--- config.mk ---
export PLATFORM = sky130hd
export DESIGN_NAME = cfg_cache_wport
export DESIGN_NICKNAME = d
export VERILOG_FILES = /design/src/rtl/cfg_cache_pkg.sv /design/src/rtl/cwp_decode.sv /design/src/rtl/cwp_addr_regs.sv /design/src/rtl/cwp_strobe.sv /design/src/rtl/cfg_cache_wport.sv
export SDC_FILE = /design/constraint.sdc
export NUM_CORES = 1
export LEC_CHECK = 0
export BUFFER_PORTS_ARGS = -buffer_cell sky130_fd_sc_hd__buf_2
export CORE_ASPECT_RATIO = 1.2
export CORE_UTILIZATION = 47
export DETAILED_ROUTE_END_ITERATION = 10
export GPL_TIMING_DRIVEN = 0
export PLACE_DENSITY = 0.74
export SLEW_MARGIN = 20
export SYNTH_ARGS = -nofsm -noshare
export SYNTH_HDL_FRONTEND = slang
export SYNTH_SLANG_ARGS = --single-unit
--- constraint.sdc ---
create_clock -name clk_i -period 0.85 [get_ports clk_i]
set_input_delay 0.085 -clock clk_i [delete_from_list [all_inputs] [get_ports clk_i]]
set_output_delay 0.085 -clock clk_i [all_outputs]
set_load 0.01 [all_outputs]
--- src/rtl/cfg_cache_pkg.sv ---
package cfg_cache_pkg;
  localparam int unsigned IO_AW     = 6;
  localparam int unsigned DW        = 8;
  localparam int unsigned NREG      = 3;
  localparam int unsigned BASE_ADDR = 'h18;
endpackage

--- src/rtl/cwp_decode.sv ---
module cwp_decode #(
  parameter int unsigned IO_AW     = 6,
  parameter int unsigned NREG      = 3,
  parameter int unsigned BASE_ADDR = 'h18
) (
  input  logic [IO_AW-1:0] addr_i,
  input  logic             wr_i,
  input  logic             rd_i,
  input  logic             en_i,
  output logic [NREG-1:0]  reg_we_o,
  output logic [NREG-1:0]  reg_rd_o,
  output logic             data_wr_o
);
  localparam logic [IO_AW-1:0] DATA_ADDR = IO_AW'(BASE_ADDR + NREG);

  for (genvar i = 0; i < NREG; i++) begin : g_sel
    localparam logic [IO_AW-1:0] REG_ADDR = IO_AW'(BASE_ADDR + i);
    assign reg_we_o[i] = wr_i && (addr_i == REG_ADDR);
    assign reg_rd_o[i] = rd_i && (addr_i == REG_ADDR);
  end

  // data offset is write-only; gated by the cache enable
  assign data_wr_o = wr_i && en_i && (addr_i == DATA_ADDR);
endmodule

--- src/rtl/cwp_addr_regs.sv ---
module cwp_addr_regs #(
  parameter int unsigned DW   = 8,
  parameter int unsigned NREG = 3,
  localparam int unsigned AW  = DW * NREG
) (
  input  logic            clk_i,
  input  logic            rst_ni,
  input  logic [NREG-1:0] we_i,
  input  logic [NREG-1:0] rd_i,
  input  logic [DW-1:0]   wdata_i,
  output logic [DW-1:0]   rdata_o,
  output logic [AW-1:0]   addr_o
);
  logic [DW-1:0] regs_q [NREG];

  for (genvar i = 0; i < NREG; i++) begin : g_reg
    always_ff @(posedge clk_i or negedge rst_ni) begin
      if (!rst_ni)    regs_q[i] <= '0;
      else if (we_i[i]) regs_q[i] <= wdata_i;
    end
    // lowest offset lands in the most significant byte
    assign addr_o[(NREG-1-i)*DW +: DW] = regs_q[i];
  end

  always_comb begin
    rdata_o = '0;
    for (int i = 0; i < NREG; i++) begin
      if (rd_i[i]) rdata_o = rdata_o | regs_q[i];
    end
  end
endmodule

--- src/rtl/cwp_strobe.sv ---
module cwp_strobe #(
  parameter int unsigned DW = 8,
  parameter int unsigned AW = 24
) (
  input  logic          clk_i,
  input  logic          rst_ni,
  input  logic          hit_i,
  input  logic [DW-1:0] wdata_i,
  input  logic [AW-1:0] addr_i,
  output logic          we_o,
  output logic [DW-1:0] data_o,
  output logic [AW-1:0] addr_o
);
  always_ff @(posedge clk_i or negedge rst_ni) begin
    if (!rst_ni) begin
      we_o   <= 1'b0;
      data_o <= '0;
      addr_o <= '0;
    end else begin
      we_o <= hit_i;
      if (hit_i) begin
        data_o <= wdata_i;
        addr_o <= addr_i;
      end
    end
  end
endmodule

--- src/rtl/cfg_cache_wport.sv ---
module cfg_cache_wport
  import cfg_cache_pkg::*;
#(
  parameter int unsigned P_IO_AW = IO_AW,
  parameter int unsigned P_DW    = DW,
  parameter int unsigned P_NREG  = NREG,
  parameter int unsigned P_BASE  = BASE_ADDR,
  localparam int unsigned P_AW   = P_DW * P_NREG
) (
  input  logic               clk_i,
  input  logic               rst_ni,
  input  logic [P_IO_AW-1:0] io_addr_i,
  input  logic               io_wr_i,
  input  logic               io_rd_i,
  input  logic [P_DW-1:0]    io_wdata_i,
  output logic [P_DW-1:0]    io_rdata_o,
  input  logic               cache_en_i,
  output logic               cache_we_o,
  output logic [P_DW-1:0]    cache_data_o,
  output logic [P_AW-1:0]    cache_addr_o
);
  logic [P_NREG-1:0] reg_we, reg_rd;
  logic              data_wr;
  logic [P_AW-1:0]   addr_cur;

  cwp_decode #(.IO_AW(P_IO_AW), .NREG(P_NREG), .BASE_ADDR(P_BASE)) u_dec (
    .addr_i   (io_addr_i),
    .wr_i     (io_wr_i),
    .rd_i     (io_rd_i),
    .en_i     (cache_en_i),
    .reg_we_o (reg_we),
    .reg_rd_o (reg_rd),
    .data_wr_o(data_wr)
  );

  cwp_addr_regs #(.DW(P_DW), .NREG(P_NREG)) u_regs (
    .clk_i  (clk_i),
    .rst_ni (rst_ni),
    .we_i   (reg_we),
    .rd_i   (reg_rd),
    .wdata_i(io_wdata_i),
    .rdata_o(io_rdata_o),
    .addr_o (addr_cur)
  );

  cwp_strobe #(.DW(P_DW), .AW(P_AW)) u_stb (
    .clk_i  (clk_i),
    .rst_ni (rst_ni),
    .hit_i  (data_wr),
    .wdata_i(io_wdata_i),
    .addr_i (addr_cur),
    .we_o   (cache_we_o),
    .data_o (cache_data_o),
    .addr_o (cache_addr_o)
  );
endmodule

==> key figures, run 1 <==
Run status
  • Outcome: finished, violations left
  • Violated checks: negative hold slack, negative setup slack

Finish
  • Filler instances: 301
  • # diodes: 0
  • Post-route cell area: 3817 um2
  • Share of cells above drive strength 1: 72.82%
  • Layout area overhead: 56.38%
  • Net count, final: 301

Timing
  • Clk_skew: 0.006518 ns
  • Slew @ Worst Pin: 0.7088 ns
  • Rel. slew slack: 52.74%
  • Hold WS: -0.1935 ns
  • Final min period: 1.374 ns
  • Max Slew Vio Count: 0
  • Period utilisation layout: 161.7%
  • Final setup fails: 97
  • RSZ-0062 raised after global routing: yes
  • Post-route worst setup slack: -0.5243 ns
  • Fmax: 727.7 MHz
  • Final Hold Fails: 57

Logic synthesis
  • Post-synthesis compound-gate area fraction: 1.640%
  • Average size of a mapped cell: 14.98 um2
  • Flops & latches, synth: 57
  • Synthesized instance count: 163
  • Simple-gate portion of the synthesized area: 7.996%
  • Asr flop ratio synth: 100.0%
  • Register area share after synthesis: 58.43%
  • Synth Net Count: 182
  • Largest family of logic cells by synthesized area: multiplexers
  • Synth warnings: 0
  • Post-synthesis instance area: 2441 um2
  • XOR/XNOR Fraction of Synth Area: 0%
  • Primary FF master, synth: dfrtp_1
  • Adder-cell share of the synthesized area: 0%
  • Yosys cell types: 20
  • Mux share of post-synthesis cell area: 29.11%
  • Post-synth EDFFs: 0

Clock tree
  • CTS tree: done
  • Clk buf depth: 2
  • Worst-path clk slew: 0.07 ns
  • Total CTS buffers: 9
  • H-Tree Depth: 3
  • Worst skew pair latency: 0.34 ns
  • CTS sink cnt: 57
  • Clock root buffer: clkbuf_8

Floorplan
  • Die height: 80.95 um
  • Starting Density: 49.07%
  • Std cell rows: 28
  • Die X-Extent: 67.79 um
  • I/O pins: 60
  • Core Region: 4975 um2
  • DIE AREA: 5487 um2

Global route
  • Gr ovfl total: 0
  • First-pass GRT wire length: 9.701 mm
  • Total global-route track usage: 25.64%
  • Pin count of the biggest net entering global routing: 58
  • Initial antenna violation count: 0
  • Vias in the first global route: 1861

Pwr
  • VDD IR max: 1.393 mV
  • P_sw: 0.001583 W
  • Reg power frac: 48.1%
  • Sw Ratio: 24.86%
  • Power, Total: 0.006369 W
  • Clock power share: 35.4%
  • Pwr dens: 1668 nW/um2
  • Comb power frac: 16.5%
  • Pleak: 1.987 nW
  • Cell internal pwr: 0.004785 W

Routing
  • Detailed router's first-iteration violation count: 60
  • Routed Wire Length: 6.683 mm
  • Routed len/inst: 19.26 um
  • Remaining DRCs: 0
  • Drt pass-1 iters: 4
  • Via count: 1796
  • ANT nets after route: 0
  • Via/cell ratio: 5.176

Worst setup path
  • CP max stage cell: dfrtp_1
  • FF-to-FF path depth: 3
  • Startpoint types: flip-flop
  • Worst Path Required: 0.76 ns
  • Top delay family on crit path: flip-flops
  • Bufs and invs on worst path: 1
  • Critical Setup Path Class: reg2out
  • Crit-path max cell delay: 0.37 ns
  • Cell chain of the critical path: mux2i_1 -> or2_4 -> a21oi_4 -> buf_6
  • Critical Path Sink Type: primary output
  • Crit-path max FO: 3
  • Arr. time, crit path: 1.29 ns
  • Crit path depth: 4

Placed design
  • Post-detail-place hpwl: 3.306 mm
  • DP Area: 2915 um2
  • GP Congestion: 0.6802
  • IO Port Bufs: 59

Job
  • Max Cap Viol: 0

Worst hold path
  • Hold WC Path Type: in2async
## path summary, 6_finish.rpt
kind	startpoint	slack [ns]	endpoint
min reg2reg	u_stb.addr_o[20]$_DFFE_PN0P_	0.51	u_stb.addr_o[20]$_DFFE_PN0P_
min	rst_ni	-0.19	u_stb.addr_o[8]$_DFFE_PN0P_
min in group clk_i	io_wdata_i[0]	0.03	u_regs.addr_o[16]$_DFFE_PN0P_
max	u_regs.addr_o[8]$_DFFE_PN0P_	-0.52	io_rdata_o[0]
max reg2reg	u_regs.addr_o[19]$_DFFE_PN0P_	-0.17	u_stb.addr_o[19]$_DFFE_PN0P_
max in group asynchronous	rst_ni	0.58	u_stb.data_o[2]$_DFFE_PN0P_
## kinds of logic (layout without fill, tap and decap cells)
kind of cell / count (synthesis) / after routing
buffers and inverters: 7 / 131
AO/OA/AOI/OAI: 8 / 8
multiplexers: 64 / 64
AND/OR/NAND/NOR: 27 / 27
flip-flops: 57 / 57
## cell usage after synthesis (all sizes together), types with 2 or more instances
| library cell | n | area, um2 |
|---|---|---|
| nand2 | 10 | 45.04 |
| dfrtp | 57 | 1426 |
| nor2 | 2 | 15.01 |
| buf | 7 | 68.81 |
| mux2 | 56 | 630.6 |
| or2 | 8 | 50.05 |
| a21oi | 8 | 40.04 |
| mux2i | 8 | 80.08 |
## repair_timing
item                                    CTS  global route
pin swaps                                13             9
endpoints found under the setup margin   94            97
hold endpoints to repair                 57            57
resized for setup                        55            29
cloned                                    3             0
buffers inserted                         34            18
## worst reg2reg max path, delay by kind of cell (launching register included)
| kind | cells | cell delay, ns |
|---|---|---|
| buffers and inverters | 2 | 0.26 |
| DFF | 1 | 0.39 |
| muxes | 1 | 0.25 |
## flip-flops by register name, summed over array words and instances, names as in the netlist
signal and count:
u_regs.addr_o 24, u_stb.data_o 8, u_stb.addr_o 24, u_stb.we_o 1
## cells in the final DEF, fill, tap and decap left out, drive strengths merged
master	n
a21oi	8
and3	1
and4bb	1
buf	115
clkbuf	13
clkinv	3
dfrtp	57
mux2	56
mux2i	8
nand2	10
nand3	1
nand4	1
nand4bb	1
nor2	2
nor2b	1
nor3	1
or2	8
## cell type report
cell class / instances / area, um2 / area share [%]
well taps: 60 / 75.07 / 1.967
multi-input cells: 99 / 1225 / 32.09
plain buffers: 6 / 82.58 / 2.163
clock inverters: 3 / 15.01 / 0.3933
flip-flops and latches: 57 / 1426 / 37.36
repair buffers: 109 / 834.6 / 21.86
clock buffers: 13 / 158.9 / 4.163
## metrics by stage
step	hold WS, ns	utilization (%)	TNS [ns]	setup WS, ns	instances
after CTS	-0.1704	73.57	-13.99	-0.5237	335
after global routing	-0.1420	76.74	-17.25	-0.5783	347
final	-0.1935	76.74	-14.91	-0.5243	347
after detailed placement	0.1894	58.60	-31.85	-0.6105	282
after floorplan	-0.2106	-	-14.10	-0.2651	163
after global placement	0.3665	58.55	-52.17	-0.6147	282
## per-layer routing
metal	GRT usage (%)	part of all wire (%)	wire length, um
met5	0	0	0
met1	31.14	41	2765
met2	41.58	53	3525
met4	10.83	1.5	97
met3	8.006	4.4	295
## power by group through the flow
stage / Sequential (W) / Combinational [W] / Clock, W
final: 0.00306 / 0.00105 / 0.00226
after global routing: 0.00308 / 0.00113 / 0.00241
after CTS: 0.00305 / 0.000905 / 0.00228
after detailed placement: 0.00312 / 0.000633 / 0
after global placement: 0.00311 / 0.000616 / 0
after floorplan: 0.00311 / 0.000374 / 0
(Power assumes the default switching activity.)
==> run 2, diff against run 1 <==
--- a/config.mk
+++ b/config.mk
@@ -5,12 +5,13 @@
 export SDC_FILE = /design/constraint.sdc
 export NUM_CORES = 1
 export LEC_CHECK = 0
+export ABC_AREA = 1
 export BUFFER_PORTS_ARGS = -buffer_cell sky130_fd_sc_hd__buf_2
 export CORE_ASPECT_RATIO = 1.2
-export CORE_UTILIZATION = 47
+export CORE_UTILIZATION = 48
 export DETAILED_ROUTE_END_ITERATION = 10
 export GPL_TIMING_DRIVEN = 0
-export PLACE_DENSITY = 0.74
+export PLACE_DENSITY = 0.75
 export SLEW_MARGIN = 20
 export SYNTH_ARGS = -nofsm -noshare
 export SYNTH_HDL_FRONTEND = slang
==> run 2 against run 1 <==
Net effect:
- the run still ends with negative hold slack, negative setup slack left
- non-clock buffer count rose by 3
- clock skew barely moved
- via count rose by 33%
- largest cell class unchanged
- count of clock-buffer cells in the layout fell by 3
- first-iteration DRC count rose to 2.8 times the previous value
- combinational power barely moved
- core utilization fell by 1.6 points
- maximum frequency rose by 15%
- worst hold slack got worse by 0.016 ns
- sequential share of layout area rose by 0.51 points
- clock power rose by 38%
- global-route usage rose by 1.6 points
==> key figures, run 2 <==
Clock tree
  • Clk buf depth: 2 (unchanged)
  • Worst skew pair latency: 0.34 ns (about the same)
  • Worst-path clk slew: 0.07 ns (about the same)
  • H-Tree Depth: 3 (unchanged)
  • Total CTS buffers: 9 (unchanged)
  • CTS tree: done
  • CTS sink cnt: 57 (unchanged)
  • Clock root buffer: clkbuf_8

Finish
  • Multi-input logic area: 1052 um2 (-14%)
  • Filler instances: 325 (+8.0%)
  • Biggest regs: u_regs.addr_o: 24 flops, u_stb.addr_o: 24 flops, u_stb.data_o: 8 flops
  • Post-Route Utilization: 75.17% (-1.6 points)
  • Most common cell after layout, fill and taps aside: nand2_1
  • Share of cells above drive strength 1: 49.10% (-24 points)
  • Register Area: 1426 um2 (unchanged)
  • # diodes: 0 (unchanged)
  • Layout area overhead: 48.64%
  • Net count, final: 403 (+34%)
  • Most frequent cells in the layout: nand2_1 (91), dfrtp_1 (57), buf_2 (53), buf_4 (41), nand4_1 (24)

Timing
  • Period utilisation layout: 140.9% (-21 points)
  • Rel. slew slack: 53.55% (+0.80 points)
  • Final min period: 1.198 ns (-0.1764 ns)
  • Clk_skew: 0.006645 ns (+0.0001264 ns)
  • Slew @ Worst Pin: 0.6968 ns (-0.01204 ns)
  • Hold WS: -0.2091 ns (-0.01562 ns)
  • Fmax: 834.8 MHz (+15%)
  • Max Slew Vio Count: 0 (unchanged)
  • RSZ-0062 raised after global routing: yes
  • Final setup fails: 55 (-43%)
  • Post-route worst setup slack: -0.3479 ns (+0.1764 ns)
  • Final Hold Fails: 57 (unchanged)

Logic synthesis
  • Post-synth EDFFs: 0 (unchanged)
  • Top post-synthesis cells by area: dfrtp_1 (56%), nand2_1 (16%), o21ai_2 (8.0%)
  • Yosys cell types: 17 (-15%)
  • Register area share after synthesis: 56.30% (-2.1 points)
  • Dominant cell type by area after synthesis: dfrtp_1
  • Flops & latches, synth: 57 (unchanged)
  • Most common cell in the netlist: nand2_1
  • Primary FF master, synth: dfrtp_1
  • Synth top area share: 56.30% (-2.1 points)
  • Most frequent cells after synthesis: nand2_1 (109), dfrtp_1 (57), nand4_1 (24)
  • Synth warnings: 0 (unchanged)
  • Asr flop ratio synth: 100.0% (unchanged)
  • Average size of a mapped cell: 9.454 um2 (-37%)
  • Synth Net Count: 287 (+58%)
  • Synthesized instance count: 268 (+64%)
  • Post-synthesis instance area: 2534 um2 (+3.8%)

Floorplan
  • Starting Density: 50.57% (+1.5 points)
  • DIE AREA: 5575 um2 (+1.6%)
  • Die X-Extent: 68.33 um (+0.79%)
  • Core Region: 5010 um2 (+0.70%)
  • Die height: 81.59 um (+0.80%)
  • I/O pins: 60 (unchanged)
  • Std cell rows: 28 (unchanged)

Pwr
  • VDD IR max: 1.186 mV (-15%)
  • Power, Total: 0.007206 W (+13%)
  • Pleak: 2.076 nW (+4.5%)
  • Pwr dens: 1913 nW/um2 (+15%)

Routing
  • Drt pass-1 iters: 4 (unchanged)
  • Via/cell ratio: 5.339 (+3.1%)
  • Routed Wire Length: 7.414 mm (+11%)
  • Via count: 2397 (+33%)
  • Detailed router's first-iteration violation count: 168 (+180%)
  • ANT nets after route: 0 (unchanged)
  • Routed len/inst: 16.51 um (-14%)
  • Remaining DRCs: 0 (unchanged)

Worst setup path
  • Critical Setup Path Class: reg2out
  • Reg2reg start: u_regs.addr_o[2]$_DFFE_PN0P_
  • Worst Path Required: 0.76 ns (about the same)
  • FF-to-FF End: u_regs.addr_o[2]$_DFFE_PN0P_
  • Arr. time, crit path: 1.11 ns (-0.18 ns)
  • FF-to-FF setup slack: -0.02 ns (+0.15 ns)
  • FF-to-FF path depth: 4 (+1)
  • Startpoint types: flip-flop
  • Critical Path Sink Type: primary output
  • Crit-path max FO: 2 (-1)

Placed design
  • GP Congestion: 0.9343 (+37%)
  • IO Port Bufs: 59 (unchanged)
  • Post-detail-place hpwl: 4.240 mm (+28%)
  • Dpl ws: -0.4474 ns (+0.1631 ns)

Worst hold path
  • Hold WC Path Type: in2async

Run status
  • Outcome: finished, violations left
  • Violated checks: negative hold slack, negative setup slack

Global route
  • Gr ovfl total: 0 (unchanged)
  • Total global-route track usage: 27.20% (+1.6 points)
  • First-pass GRT wire length: 10.81 mm (+11%)
  • Initial antenna violation count: 0 (unchanged)
  • Pin count of the biggest net entering global routing: 58 (unchanged)
  • Vias in the first global route: 2213 (+19%)

Job
  • Max Cap Viol: 0 (unchanged)
## run 2: layer usage
layer	wire length, um	vias to the layer above	global-route usage, %
li1	-	1124	-
met1	2911	1127	34.55
met2	3684	112	43.43
met3	463	34	4.861
met4	354	0	14.79
met5	0	-	0
## run 2: timing repair
| item | CTS | global route |
|---|---|---|
| gates cloned | 1 | 2 |
| setup endpoints to repair | 48 | 67 |
| pin swaps | 26 | 10 |
| setup buffers | 33 | 12 |
| gates resized for setup | 11 | 35 |
| hold endpoints to repair | 57 | 57 |
## run 2: through the flow
| step | TNS (ns) | instance area (um2) | cells |
|---|---|---|---|
| after floorplan | -1.295 | 2592 | 268 |
| after global placement | -36.90 | 2963 | 387 |
| after detailed placement | -18.42 | 2965 | 387 |
| after CTS | -5.072 | 3515 | 437 |
| after global routing | -8.286 | 3766 | 449 |
| final | -5.589 | 3766 | 449 |
## run 2: worst max path at each step
stage	cells after the start	endpoint	from	slack [ns]
3_5_place_dp	8	io_rdata_o[5]	io_addr_i[5]	-0.45
2_1_floorplan	7	u_regs.addr_o[13]$_DFFE_PN0P_	io_addr_i[5]	-0.07
4_1_cts	3	io_rdata_o[5]	u_regs.addr_o[5]$_DFFE_PN0P_	-0.31
5_1_grt	3	io_rdata_o[2]	u_regs.addr_o[18]$_DFFE_PN0P_	-0.43
3_3_place_gp	8	io_rdata_o[5]	io_addr_i[5]	-0.45
6_report	3	io_rdata_o[2]	u_regs.addr_o[18]$_DFFE_PN0P_	-0.35
## run 2: cells by family after synthesis
group / Yosys count / share of synthesized area [%]
AOI/OAI and AO/OA: 32 / 9.728
buffers and inverters: 28 / 5.975
DFF: 57 / 56.30
and+or+nand+nor: 151 / 28.00
## run 2: area by class of cell
type | count | area share (%)
plain buffers | 13 | 3.156
clock buffers | 10 | 3.654
clock inverters | 6 | 2.791
inverters | 15 | 2.093
multi-input cells | 183 | 27.94
flip-flops and latches | 57 | 37.87
well taps | 60 | 1.993
repair buffers | 105 | 20.50
## run 2: where the power goes
part	internal (W)	switching [W]	total [W]
Clock	0.00201	0.00110	0.00311
Sequential	0.00292	0.000134	0.00305
Combinational	0.000497	0.000546	0.00104
Total	0.00543	0.00178	0.00721
## run 2: worst max-delay path: stages (launching register included)
cell and delay [ns]:
dfrtp_1 0.40, nand4_1 0.11, nand3_1 0.10, buf_2 0.15
==> run 3, diff against run 2 <==
--- a/config.mk
+++ b/config.mk
@@ -12,6 +12,7 @@
 export DETAILED_ROUTE_END_ITERATION = 10
 export GPL_TIMING_DRIVEN = 0
 export PLACE_DENSITY = 0.75
+export SKIP_LAST_GASP = 1
 export SLEW_MARGIN = 20
 export SYNTH_ARGS = -nofsm -noshare
 export SYNTH_HDL_FRONTEND = slang
==> run 3 against run 2 <==
Net effect:
- the run still ends with negative hold slack, negative setup slack left
- non-clock buffer count is 1 lower
- sequential power about the same
- wire length shrank 1.1%
- die area unchanged
- clock skew about the same
- clock power about the same
- critical path depth unchanged
- largest power group unchanged
==> key figures, run 3 (synthesized netlist as in run 2, its figures left out) <==
Global route
  • Initial antenna violation count: 0 (unchanged)
  • Gr ovfl total: 0 (unchanged)
  • Vias in the first global route: 2206 (-0.32%)
  • First-pass GRT wire length: 10.82 mm (+0.13%)
  • Total global-route track usage: 27.34% (+0.15 points)
  • Pin count of the biggest net entering global routing: 58 (unchanged)

Routing
  • ANT nets after route: 0 (unchanged)
  • Remaining DRCs: 0 (unchanged)
  • Via/cell ratio: 5.375 (+0.68%)
  • Detailed router's first-iteration violation count: 197 (+17%)
  • Routed Wire Length: 7.336 mm (-1.1%)
  • Routed len/inst: 16.38 um (-0.83%)
  • Drt pass-1 iters: 4 (unchanged)
  • Via count: 2408 (+0.46%)

Finish
  • # diodes: 0 (unchanged)
  • Post-route cell area: 3737 um2 (-0.76%)
  • Net count, final: 402 (-0.25%)
  • Filler instances: 329 (+1.2%)
  • Biggest regs: u_regs.addr_o: 24 flops, u_stb.addr_o: 24 flops, u_stb.data_o: 8 flops
  • Share of cells above drive strength 1: 48.20% (-0.90 points)
  • Most frequent cells in the layout: nand2_1 (94), dfrtp_1 (57), buf_2 (54), buf_4 (42), nand4_1 (24)
  • Layout area overhead: 47.51%
  • Most common cell after layout, fill and taps aside: nand2_1
  • Fin cells: 448 (-0.22%)

Floorplan
  • I/O pins: 60 (unchanged)
  • Die height: 81.59 um (unchanged)
  • Std cell rows: 28 (unchanged)
  • Starting Density: 50.57% (unchanged)
  • DIE AREA: 5575 um2 (unchanged)
  • Die X-Extent: 68.33 um (unchanged)
  • Core Region: 5010 um2 (unchanged)

Worst setup path
  • Worst Path Required: 0.76 ns (about the same)
  • Arr. time, crit path: 1.10 ns (about the same)
  • Reg2reg start: u_regs.addr_o[16]$_DFFE_PN0P_
  • Critical Setup Path Class: reg2out
  • Crit-path max cell delay: 0.40 ns (about the same)
  • Crit-path max FO: 2 (unchanged)
  • CP max stage cell: dfrtp_1
  • FF-to-FF End: u_regs.addr_o[16]$_DFFE_PN0P_
  • Cell chain of the critical path: nand4_1 -> nand3_1 -> buf_2
  • Top delay family on crit path: flip-flops
  • Startpoint types: flip-flop
  • Bufs and invs on worst path: 1 (unchanged)
  • FF-to-FF path depth: 4 (unchanged)
  • FF-to-FF setup slack: -0.04 ns (-0.02 ns)
  • Critical Path Sink Type: primary output

Worst hold path
  • Hold WC Path Type: in2async

Clock tree
  • Total CTS buffers: 9 (unchanged)
  • Clock root buffer: clkbuf_8
  • CTS tree: done
  • Worst skew pair latency: 0.33 ns (about the same)
  • Clk buf depth: 2 (unchanged)
  • CTS sink cnt: 57 (unchanged)
  • H-Tree Depth: 3 (unchanged)
  • Worst-path clk slew: 0.07 ns (about the same)

Placed design
  • IO Port Bufs: 59 (unchanged)
  • Placed cell count: 387 (unchanged)
  • Post-detail-place hpwl: 4.240 mm (unchanged)
  • GP Congestion: 0.9343 (unchanged)
  • DP Area: 2965 um2 (unchanged)
  • Dpl ws: -0.4474 ns (unchanged)

Timing
  • Hold WS: -0.1998 ns (+0.009364 ns)
  • Fin Setup TNS: -5.463 ns (+0.1260 ns)
  • Final setup fails: 62 (+13%)
  • Clk_skew: 0.006569 ns (-0.00007599 ns)
  • Final Hold Fails: 57 (unchanged)
  • Rel. slew slack: 52.89% (-0.66 points)
  • Post-route worst setup slack: -0.3313 ns (+0.01661 ns)
  • Period utilisation layout: 139.0% (-2.0 points)
  • Fmax: 846.5 MHz (+1.4%)
  • Max Slew Vio Count: 0 (unchanged)
  • RSZ-0062 raised after global routing: yes
  • Final min period: 1.181 ns (-0.01661 ns)
  • Slew @ Worst Pin: 0.7067 ns (+0.009918 ns)

Pwr
  • Pleak: 2.067 nW (-0.44%)
  • Pwr dens: 1918 nW/um2 (+0.23%)
  • VDD IR max: 1.179 mV (-0.59%)

Run status
  • Outcome: finished, violations left
  • Violated checks: negative hold slack, negative setup slack

Job
  • Max Cap Viol: 0 (unchanged)
-- run 3: final cells by class --
| type | count | area (um2) | area share (%) |
|---|---|---|---|
| clock inverters | 6 | 105.1 | 2.812 |
| repair buffers | 104 | 750.7 | 20.09 |
| inverters | 15 | 78.83 | 2.109 |
| plain buffers | 13 | 118.9 | 3.180 |
| well taps | 60 | 75.07 | 2.009 |
| flip-flops and latches | 57 | 1426 | 38.17 |
| multi-input cells | 183 | 1045 | 27.95 |
| clock buffers | 10 | 137.6 | 3.683 |
-- run 3: how the worst max path moves through the flow --
stage,start,slack (ns),end,depth (start not counted)
floorplan,io_addr_i[5],-0.07,u_regs.addr_o[13]$_DFFE_PN0P_,7
global route,u_regs.addr_o[18]$_DFFE_PN0P_,-0.42,io_rdata_o[2],3
finish,u_regs.addr_o[18]$_DFFE_PN0P_,-0.33,io_rdata_o[2],3
detailed placement,io_addr_i[5],-0.45,io_rdata_o[5],8
CTS,u_regs.addr_o[5]$_DFFE_PN0P_,-0.31,io_rdata_o[5],3
global placement,io_addr_i[5],-0.45,io_rdata_o[5],8
-- run 3: report_power, final --
group / internal (W) / switching, W
Clock: 0.00201 / 0.00108
Combinational: 0.000480 / 0.000544
Sequential: 0.00292 / 0.000134
Total: 0.00541 / 0.00176
-- run 3: worst register-to-register path: stages (launching register included) --
cell	delay [ns]
dfrtp_1	0.39
buf_4	0.14
buf_4	0.13
nand2_1	0.07
o21ai_2	0.05
-- run 3: through the flow --
stage          total power [W]  utilization (%)
6_report              0.007167            74.60
5_1_grt               0.007385            74.60
4_1_cts               0.007013            69.93
3_5_place_dp          0.003766            59.19
3_3_place_gp          0.003741            59.14
2_1_floorplan         0.003471                -
-- run 3: what timing repair did --
item / in CTS / in global routing
gates cloned: 1 / 2
hold endpoints to repair: 57 / 57
resized for setup: 7 / 33
setup buffers: 33 / 11
pin swaps: 24 / 9
setup endpoints to repair: 48 / 67
-- run 3: routing by layer --
layer | wire length (um) | GRT usage (%)
met4 | 337 | 12.92
met2 | 3635 | 44.51
met3 | 394 | 4.583
met1 | 2968 | 35.00
met5 | 0 | 0
